### config.mk
export PLATFORM = sky130hd
export DESIGN_NAME = ext_irq_sense
export DESIGN_NICKNAME = d
export VERILOG_FILES = /design/src/rtl/ext_irq_pkg.sv /design/src/rtl/irq_sync_bank.sv /design/src/rtl/irq_line_sense.sv /design/src/rtl/irq_regs.sv /design/src/rtl/ext_irq_sense.sv
export SDC_FILE = /design/constraint.sdc
export NUM_CORES = 1
export LEC_CHECK = 0
export ABC_AREA = 1
export CAP_MARGIN = 20
export CORE_ASPECT_RATIO = 1.5
export CORE_UTILIZATION = 25
export DETAILED_ROUTE_END_ITERATION = 8
export HOLD_SLACK_MARGIN = 0.08
export PLACE_DENSITY = 0.41
export SLEW_MARGIN = 20
export SYNTH_ARGS = -nofsm -noshare
export SYNTH_HDL_FRONTEND = slang
export SYNTH_SLANG_ARGS = --single-unit
export TNS_END_PERCENT = 5
### constraint.sdc
create_clock -name clk -period 1.75 [get_ports clk]
set_input_delay 0.175 -clock clk [delete_from_list [all_inputs] [get_ports clk]]
set_output_delay 0.175 -clock clk [all_outputs]
set_load 0.05 [all_outputs]
### src/rtl/ext_irq_pkg.sv
package ext_irq_pkg;
  localparam logic [7:0] OFS_MASK   = 8'h00;
  localparam logic [7:0] OFS_SRCSEL = 8'h04;
  localparam logic [7:0] OFS_MSTAT  = 8'h08;
  localparam logic [7:0] OFS_RSTAT  = 8'h0C;
  localparam logic [7:0] OFS_CLR    = 8'h10;
  localparam logic [7:0] OFS_POL    = 8'h14;
  localparam logic [7:0] OFS_EDGE   = 8'h18;
  localparam logic [7:0] OFS_SOFT   = 8'h1C;
endpackage

### src/rtl/irq_sync_bank.sv
module irq_sync_bank #(
  parameter int WIDTH = 32
) (
  input  logic             clk,
  input  logic             rst_n,
  input  logic [WIDTH-1:0] async_in,
  output logic [WIDTH-1:0] sync_out
);
  logic [WIDTH-1:0] stage1_q;
  logic [WIDTH-1:0] stage2_q;

  always_ff @(posedge clk or negedge rst_n) begin
    if (!rst_n) begin
      stage1_q <= '0;
      stage2_q <= '0;
    end else begin
      stage1_q <= async_in;
      stage2_q <= stage1_q;
    end
  end

  assign sync_out = stage2_q;
endmodule

### src/rtl/irq_line_sense.sv
module irq_line_sense (
  input  logic clk,
  input  logic rst_n,
  input  logic sync_in,
  input  logic pol_high,
  input  logic edge_mode,
  input  logic clr,
  output logic req
);
  logic prev_q;
  logic req_q;
  logic norm_now;
  logic norm_prev;
  logic hit;

  assign norm_now  = pol_high ? sync_in : ~sync_in;
  assign norm_prev = pol_high ? prev_q  : ~prev_q;
  assign hit       = norm_now & ~norm_prev;

  always_ff @(posedge clk or negedge rst_n) begin
    if (!rst_n) begin
      prev_q <= 1'b0;
      req_q  <= 1'b0;
    end else begin
      prev_q <= sync_in;
      if (edge_mode) begin
        if (hit)      req_q <= 1'b1;
        else if (clr) req_q <= 1'b0;
      end else begin
        req_q <= norm_now;
      end
    end
  end

  assign req = req_q;

  AST_EDGE_SETS: assert property (@(posedge clk) disable iff (!rst_n)
    (edge_mode && hit) |=> req_q);
  AST_EDGE_CLEARS: assert property (@(posedge clk) disable iff (!rst_n)
    (edge_mode && clr && !hit) |=> !req_q);
  AST_EDGE_HOLDS: assert property (@(posedge clk) disable iff (!rst_n)
    (edge_mode && req_q && !clr) |=> req_q);
endmodule

### src/rtl/irq_regs.sv
module irq_regs
  import ext_irq_pkg::*;
#(
  parameter int N      = 32,
  parameter int ADDR_W = 5
) (
  input  logic              clk,
  input  logic              rst_n,
  input  logic              bus_sel,
  input  logic              bus_wr,
  input  logic [ADDR_W-1:0] bus_addr,
  input  logic [N-1:0]      bus_wdata,
  output logic [N-1:0]      bus_rdata,
  input  logic [N-1:0]      req_raw,
  output logic [N-1:0]      mask_o,
  output logic [N-1:0]      pol_o,
  output logic [N-1:0]      edge_o,
  output logic [N-1:0]      clr_o
);
  logic [N-1:0] mask_q, srcsel_q, pol_q, edge_q, soft_q, rdata_q;
  logic         wr_hit, rd_hit, mask_wr;
  logic [N-1:0] masked;

  assign wr_hit  = bus_sel & bus_wr;
  assign rd_hit  = bus_sel & ~bus_wr;
  assign mask_wr = wr_hit && (bus_addr == OFS_MASK[ADDR_W-1:0]);
  assign masked  = req_raw & ~mask_q;
  assign clr_o   = (wr_hit && bus_addr == OFS_CLR[ADDR_W-1:0]) ? bus_wdata : '0;

  always_ff @(posedge clk or negedge rst_n) begin
    if (!rst_n) begin
      mask_q   <= '1;
      srcsel_q <= '0;
      pol_q    <= '0;
      edge_q   <= '0;
      soft_q   <= '0;
      rdata_q  <= '0;
    end else begin
      if (mask_wr) mask_q <= bus_wdata;
      if (wr_hit && bus_addr == OFS_SRCSEL[ADDR_W-1:0]) srcsel_q <= bus_wdata;
      if (wr_hit && bus_addr == OFS_POL[ADDR_W-1:0])    pol_q    <= bus_wdata;
      if (wr_hit && bus_addr == OFS_EDGE[ADDR_W-1:0])   edge_q   <= bus_wdata;
      if (wr_hit && bus_addr == OFS_SOFT[ADDR_W-1:0])   soft_q   <= bus_wdata;
      if (rd_hit) begin
        unique case (bus_addr)
          OFS_MASK[ADDR_W-1:0]:   rdata_q <= mask_q;
          OFS_SRCSEL[ADDR_W-1:0]: rdata_q <= srcsel_q;
          OFS_MSTAT[ADDR_W-1:0]:  rdata_q <= masked;
          OFS_RSTAT[ADDR_W-1:0]:  rdata_q <= req_raw;
          OFS_POL[ADDR_W-1:0]:    rdata_q <= pol_q;
          OFS_EDGE[ADDR_W-1:0]:   rdata_q <= edge_q;
          OFS_SOFT[ADDR_W-1:0]:   rdata_q <= soft_q;
          default:                rdata_q <= '0;
        endcase
      end
    end
  end

  assign bus_rdata = rdata_q;
  assign mask_o    = mask_q;
  assign pol_o     = pol_q;
  assign edge_o    = edge_q;

  AST_MASK_STABLE: assert property (@(posedge clk) disable iff (!rst_n)
    !mask_wr |=> $stable(mask_q));
endmodule

### src/rtl/ext_irq_sense.sv
module ext_irq_sense #(
  parameter int NUM_LINES = 32,
  parameter int ADDR_W    = 5
) (
  input  logic                 clk,
  input  logic                 rst_n,
  input  logic                 bus_sel,
  input  logic                 bus_wr,
  input  logic [ADDR_W-1:0]    bus_addr,
  input  logic [NUM_LINES-1:0] bus_wdata,
  output logic [NUM_LINES-1:0] bus_rdata,
  input  logic [NUM_LINES-1:0] irq_in,
  output logic [NUM_LINES-1:0] irq_out
);
  logic [NUM_LINES-1:0] sync_v, req_v, mask_v, pol_v, edge_v, clr_v;
  logic                 mask_wr;

  irq_sync_bank #(.WIDTH(NUM_LINES)) u_sync (
    .clk(clk), .rst_n(rst_n), .async_in(irq_in), .sync_out(sync_v)
  );

  for (genvar i = 0; i < NUM_LINES; i++) begin : g_line
    irq_line_sense u_line (
      .clk(clk), .rst_n(rst_n), .sync_in(sync_v[i]), .pol_high(pol_v[i]),
      .edge_mode(edge_v[i]), .clr(clr_v[i]), .req(req_v[i])
    );
  end

  irq_regs #(.N(NUM_LINES), .ADDR_W(ADDR_W)) u_regs (
    .clk(clk), .rst_n(rst_n), .bus_sel(bus_sel), .bus_wr(bus_wr),
    .bus_addr(bus_addr), .bus_wdata(bus_wdata), .bus_rdata(bus_rdata),
    .req_raw(req_v), .mask_o(mask_v), .pol_o(pol_v), .edge_o(edge_v),
    .clr_o(clr_v)
  );

  assign irq_out = req_v & ~mask_v;

  assign mask_wr = bus_sel && bus_wr && (bus_addr == ext_irq_pkg::OFS_MASK[ADDR_W-1:0]);

  AST_MASK_BLOCKS: assert property (@(posedge clk) disable iff (!rst_n)
    mask_wr |=> ((irq_out & $past(bus_wdata)) == '0));
endmodule

==> Word-level counts from Yosys, hierarchy flattened <==
Index checks and enable logic that the tools add are counted.
{ "word_totals": {"reg_bits": 320, "input_bits": 73, "word_cells": 413} }
{ "op_classes": {"eq_ne": 39, "muxes": 162, "bitwise": 133, "n_reduce_logical": 7} }
{ "op_table": {"columns": ["op", "count"], "rows": [
  ["one-hot mux 32 bit (7 select lines)", 1],
  ["2-to-1 mux 1 bit", 160],
  ["NOT 1 bit", 97],
  ["!= test 3 bit (second input constant)", 32],
  ["bitwise AND 1 bit", 34],
  ["bitwise AND 32 bit", 1],
  ["2-to-1 mux 32 bit", 1],
  ["NOT 32 bit", 1],
  ["equality test 5 bit (second input constant)", 4],
  ["equality test 5 x 4 -> 1 bit (second input constant)", 2],
  ["logical AND 1 bit", 6],
  ["equality test 5 x 3 -> 1 bit (second input constant)", 1],
  ["logical NOT 5 bit", 1]
]} }

==> Logic depth before layout (Yosys ltp) <==
{ "depth": {"depth_word": 6, "depth_mapped": 10, "depth_no_buf": 9} }

==> Hierarchy <==
Synthesis repeated with hierarchy kept, for this count alone.
{ "hier_totals": {"cells_unflattened": 1768, "hier_area_um2": 14507.7} }
{ "by_module_without_submodules": {"columns": ["module", "instances", "cells_each", "area_each_um2", "seq_area_each_um2"], "rows": [
  ["irq_regs", 1, 1288, 9783.1, 4844.6],
  ["irq_line_sense", 32, 11, 87.6, 50.0],
  ["irq_sync_bank", 1, 64, 1601.5, 1601.5],
  ["ext_irq_sense", 1, 64, 320.3, 0.0]
]} }

==> Worst setup path after synthesis <==
Ideal clock, no wire load.
{ "synth_timing": {"path_kind": "flip-flop to flip-flop", "startpoint": "reg g_line[10].u_line.req_q", "endpoint": "reg u_regs.rdata_q[10], in the netlist u_regs.bus_rdata[10]", "setup_ns": 0.066, "arrival_ns": 1.450, "required_time_ns": 1.684, "setup_slack_ns": 0.234, "stages_incl_launch_ff": 9, "synth_period_minus_slack_ns": 1.516, "path_cell_list": "dfrtp_1 -> inv_1 -> nor2_1 -> nand3_1 -> nand2_1 -> nor2_1 -> nand2_1 -> nand2_1 -> nand2_1"} }
{ "synth_via": {"elab_chain_len": 2} }
{ "synth_rtl": {"columns": ["item", "line", "source"], "rows": [
  ["start, declared", "irq_line_sense.sv:11", "logic req_q;"],
  ["start signal, assigned", "irq_line_sense.sv:30", "req_q <= norm_now;"],
  ["bitwise AND 32 bit", null, null],
  ["named net irq_out[10]", "ext_irq_sense.sv:13", "output logic [NUM_LINES-1:0] irq_out"],
  ["one-hot mux 32 bit (7 select lines)", "irq_regs.sv:45", "unique case (bus_addr)"],
  ["end signal, assigned", "irq_regs.sv:46", "OFS_MASK[ADDR_W-1:0]: rdata_q <= mask_q;"],
  ["end signal, assigned", "irq_regs.sv:47", "OFS_SRCSEL[ADDR_W-1:0]: rdata_q <= srcsel_q;"],
  ["end signal, assigned", "irq_regs.sv:48", "OFS_MSTAT[ADDR_W-1:0]: rdata_q <= masked;"],
  ["end, declared", "irq_regs.sv:20", "logic [N-1:0] mask_q, srcsel_q, pol_q, edge_q, soft_q, rdata_q;"]
]} }
The timed path passes the listed nets, and every way through them passes these cells.
A chain may end at the register's enable or synchronous reset.

==> Final worst setup path <==
{ "layout_timing": {"startpoint": "reg g_line[19].u_line.req_q", "endpoint": "out irq_out[19]"} }
{ "layout_via": {"elab_chain_len": 1} }
{ "layout_rtl": {"columns": ["item", "line", "source"], "rows": [
  ["start, declared", "irq_line_sense.sv:11", null],
  ["start signal, assigned", "irq_line_sense.sv:30", null],
  ["bitwise AND 32 bit", "ext_irq_sense.sv:36", "assign irq_out = req_v & ~mask_v;"],
  ["end, declared", "ext_irq_sense.sv:13", null]
]} }
Every way passes these cells.

==> results by group <==
Place
  – Post-DP HPWL: between 20,000 and 30,000 um
  – Port Buf Inserts: 136
  – Post-Place Setup Slack: -0.1251 ns
  – DP Cell Count: ~2,500
  – RePlAce Congestion: 0.7468

Die
  – Core ar.: 55,700 sq um
  – I/O pins: about 140
  – Initial Util: 25.32%
  – DIE WIDTH: a little under 200 um
  – Die ar.: 57,380 sq um
  – Std-Cell Rows: 106
  – Die Y: 292.9 um

Yosys
  – Synth warn: 0
  – Syn_nets: 1,736
  – Commonest register cell after synthesis: dfrtp_1
  – Avg Cell Area, Syn: between 8 and 9 sq um
  – Asr flop ratio synth: 100.0%
  – EDFF count, synth: 0
  – Mapped Area: about 14,000 sq um
  – Seq cells post-synth: 320
  – Library cells used by synthesis: 22
  – Post-synthesis cell count: 1,663
  – Seq/Total Area, Yosys: ~57%

Global routing
  – Vias in the first global route: 12,245
  – Largest net degree at the start of global routing: 70
  – GRT Overall Usage: roughly 17%
  – First-pass GRT wire length: 73,450 um
  – GRT overflow: 0
  – Initial antenna violation count: 0

Clocking
  – Root Buffer: clkbuf_16
  – TritonCTS clock tree: yes
  – Clock-pin transition on the worst setup and hold timing paths: 0.06 ns
  – Post-CTS Setup Inserts: 0
  – CTS sink cnt: 320
  – Clk Latency, worst-skew pair: 0.55 ns
  – Max Root-Sink Buffers: 3
  – Cts bufs inserted: 36
  – CTS H-tree depth: 2

STA
  – Period minus WS final: 1.688 ns
  – Final period utilization: 96.44%
  – Setup Viol. Count Final: 0
  – Slew Limit Headroom: around 66%
  – FMAX: 592.5 MHz
  – Fin. Hold Viols: 0
  – Worst clock skew: 0.02624 ns
  – Slew @ Worst Pin: approximately 0.51 ns
  – Final setup margin: 0.06227 ns
  – RSZ-0062 raised after global routing: no
  – Final Max Tran Viols: 0

Worst setup path
  – Max FO, Critical Path: 3
  – Reg2reg start: u_regs.mask_o[12]$_DFFE_PN1P_
  – WP data arrival: 1.51 ns
  – Critical path capture point type: output port
  – Critical path class: register to output port
  – R2R Path End: u_regs.bus_rdata[12]$_DFFE_PN0P_
  – R2R Setup Slk: ~0.48 ns
  – CP Launch Type: register
  – Register-to-Register Path Depth: 8
  – Critical Path RT: 1.57 ns

Hold path
  – Hold Path Class: primary input to register
  – Worst hold start: irq_in[9]
  – Hold path depth: 1
  – Worst Hold End: u_sync.stage1_q[9]$_DFF_PN0_

Cells and area
  – Synthesis-to-layout area growth: 30.11%
  – Reg area: 8048 sq um
  – Final-stage net count: between 1,500 and 2,000
  – ANT cells: 0
  – Share of layout cells above drive strength 1: 12.24%
  – Fillers: 5,822
  – Final Non-Filler Cells: ~2,600
  – Area of the multi-input gates: 5125 sq um

Detailed routing
  – Pre-Repair DR Iteration Count: 7
  – DRT Wirelength: between 40,000 and 50,000 um
  – DR iter-0 viols: 641
  – DRC: 0
  – Vias: around 12,000
  – Vias per cell: 4.674
  – Routed len/inst: around 18 um
  – DRT antenna net count: 0

Power
  – PwrDens: 1084 nW/um^2
  – Leak Pwr: 8.650 nW
  – Maximum vdd drop: 0.0005006 V

Job
  – Maxcap violations: 0

Run status
  – Status: complete, no violations
## synthesized netlist by cell type (3+ instances only)
| cell type | number | area [sq um] |
|---|---|---|
| nand3_2 | 3 | 30.03 |
| nor2_1 | 195 | 732.0 |
| nor2_4 | 3 | 33.78 |
| nand4_1 | 160 | 1001 |
| dfrtp_1 | 288 | 7207 |
| nand3_1 | 66 | 330.3 |
| buf_4 | 10 | 75.07 |
| nand2_1 | 452 | 1697 |
| inv_1 | 135 | 506.7 |
| o211ai_1 | 32 | 240.2 |
| buf_2 | 35 | 175.2 |
| o21ai_1 | 68 | 340.3 |
| o21ai_0 | 124 | 620.6 |
| dfstp_2 | 32 | 840.8 |
| clkbuf_1 | 46 | 172.7 |
| buf_1 | 5 | 18.77 |
## placed cells by master (no fill, tap or decap), drive strengths merged
cell type and count:
dlygate4sd3 26, bufinv 2, dfrtp 288, nor2 199, inv 139, nand2 452
buf 114, clkinv 6, clkinvlp 2, clkbuf 55, o211ai 32, o21ai 192
dfstp 32, dlygate4sd2 22, nand4 161, clkdlybuf4s50 70, nand3 70
## what timing repair did
| item | in CTS | in global routing |
|---|---|---|
| endpoints found under the hold margin | 316 | 0 |
| hold buffers | 26 | 0 |
| gates resized for setup | 27 | 2 |
| pin swaps | 0 | 0 |
| setup endpoints to repair | 26 | 2 |
## metal layers
layer / wire, um / share of wire (%) / up-vias / GRT usage (%)
li1: - / - / 5823 / -
met1: 20790 / 44 / 5821 / 21.11
met2: 23460 / 50 / 287 / 29.45
met3: 1642 / 3.5 / 52 / 2.084
met4: 932 / 2.0 / 0 / 4.611
met5: 0 / 0 / - / 0
## worst max-delay path, stage by stage (launching register included)
cell and delay [ns]:
dfrtp_1 0.37, inv_1 0.05, nor2_1 0.29, buf_4 0.27
## power by group
| group | leakage (nW) | total (W) | internal [W] | switching [W] |
|---|---|---|---|---|
| Combinational | 4.07 | 0.00313 | 0.00110 | 0.00203 |
| Sequential | 3.98 | 0.00889 | 0.00824 | 0.000655 |
| Clock | 0.600 | 0.00786 | 0.00460 | 0.00326 |
## kinds of logic (layout without fill, tap and decap cells)
group                  count (synthesis)  count (layout)  synth area share, %
DFF                                  320             320                57.07
AOI/OAI and AO/OA                    224             224                8.517
buffers and inverters                237             436                7.045
and+or+nand+nor                      882             882                27.37
## per-stage QoR
step                cell area (sq um)  util, %  hold WS, ns  total power, W  setup TNS (ns)
finish                          18350    32.94      0.09249         0.01989               0
detailed placement              16890    30.32       0.1171         0.01217          -12.35
CTS                             18350    32.94      0.08134         0.02028               0
global route                    18350    32.94      0.08329         0.02087               0
global placement                16890    30.32       0.1077         0.01213          -13.25
floorplan                       14100        -      -0.1206         0.01065               0
## flip-flops by register name (all words and copies together) (netlist names)
register              count
u_sync.stage1_q          32
u_regs.edge_o            32
u_regs.soft_q            32
u_regs.bus_rdata         32
g_line.u_line.prev_q     32
u_regs.srcsel_q          32
g_line.u_line.req        32
u_sync.sync_out          32
u_regs.pol_o             32
u_regs.mask_o            32
## worst max path at each step
| stage | from | endpoint | slack (ns) | cells past startpoint |
|---|---|---|---|---|
| CTS | u_regs.bus_rdata[21]$_DFFE_PN0P_ | bus_rdata[21] | 0.01 | 1 |
| global placement | bus_addr[2] | u_regs.bus_rdata[30]$_DFFE_PN0P_ | -0.14 | 11 |
| global route | g_line[27].u_line.req$_DFFE_PN0P_ | irq_out[27] | 0.004 | 3 |
| floorplan | g_line[10].u_line.req$_DFFE_PN0P_ | u_regs.bus_rdata[10]$_DFFE_PN0P_ | 0.23 | 8 |
| detailed placement | bus_addr[2] | u_regs.bus_rdata[15]$_DFFE_PN0P_ | -0.13 | 10 |
| finish | g_line[19].u_line.req$_DFFE_PN0P_ | irq_out[19] | 0.06 | 3 |
## cell type report
| cell class | count | share of cell area, % |
|---|---|---|
| clock inverter | 12 | 0.7910 |
| multi-input combinational | 1106 | 27.93 |
| tap | 702 | 4.787 |
| timing repair buffer | 233 | 13.95 |
| inverter | 137 | 2.803 |
| sequential | 320 | 43.86 |
| clock buffer | 54 | 5.878 |
No activity file was read; power rests on OpenSTA's default activity.
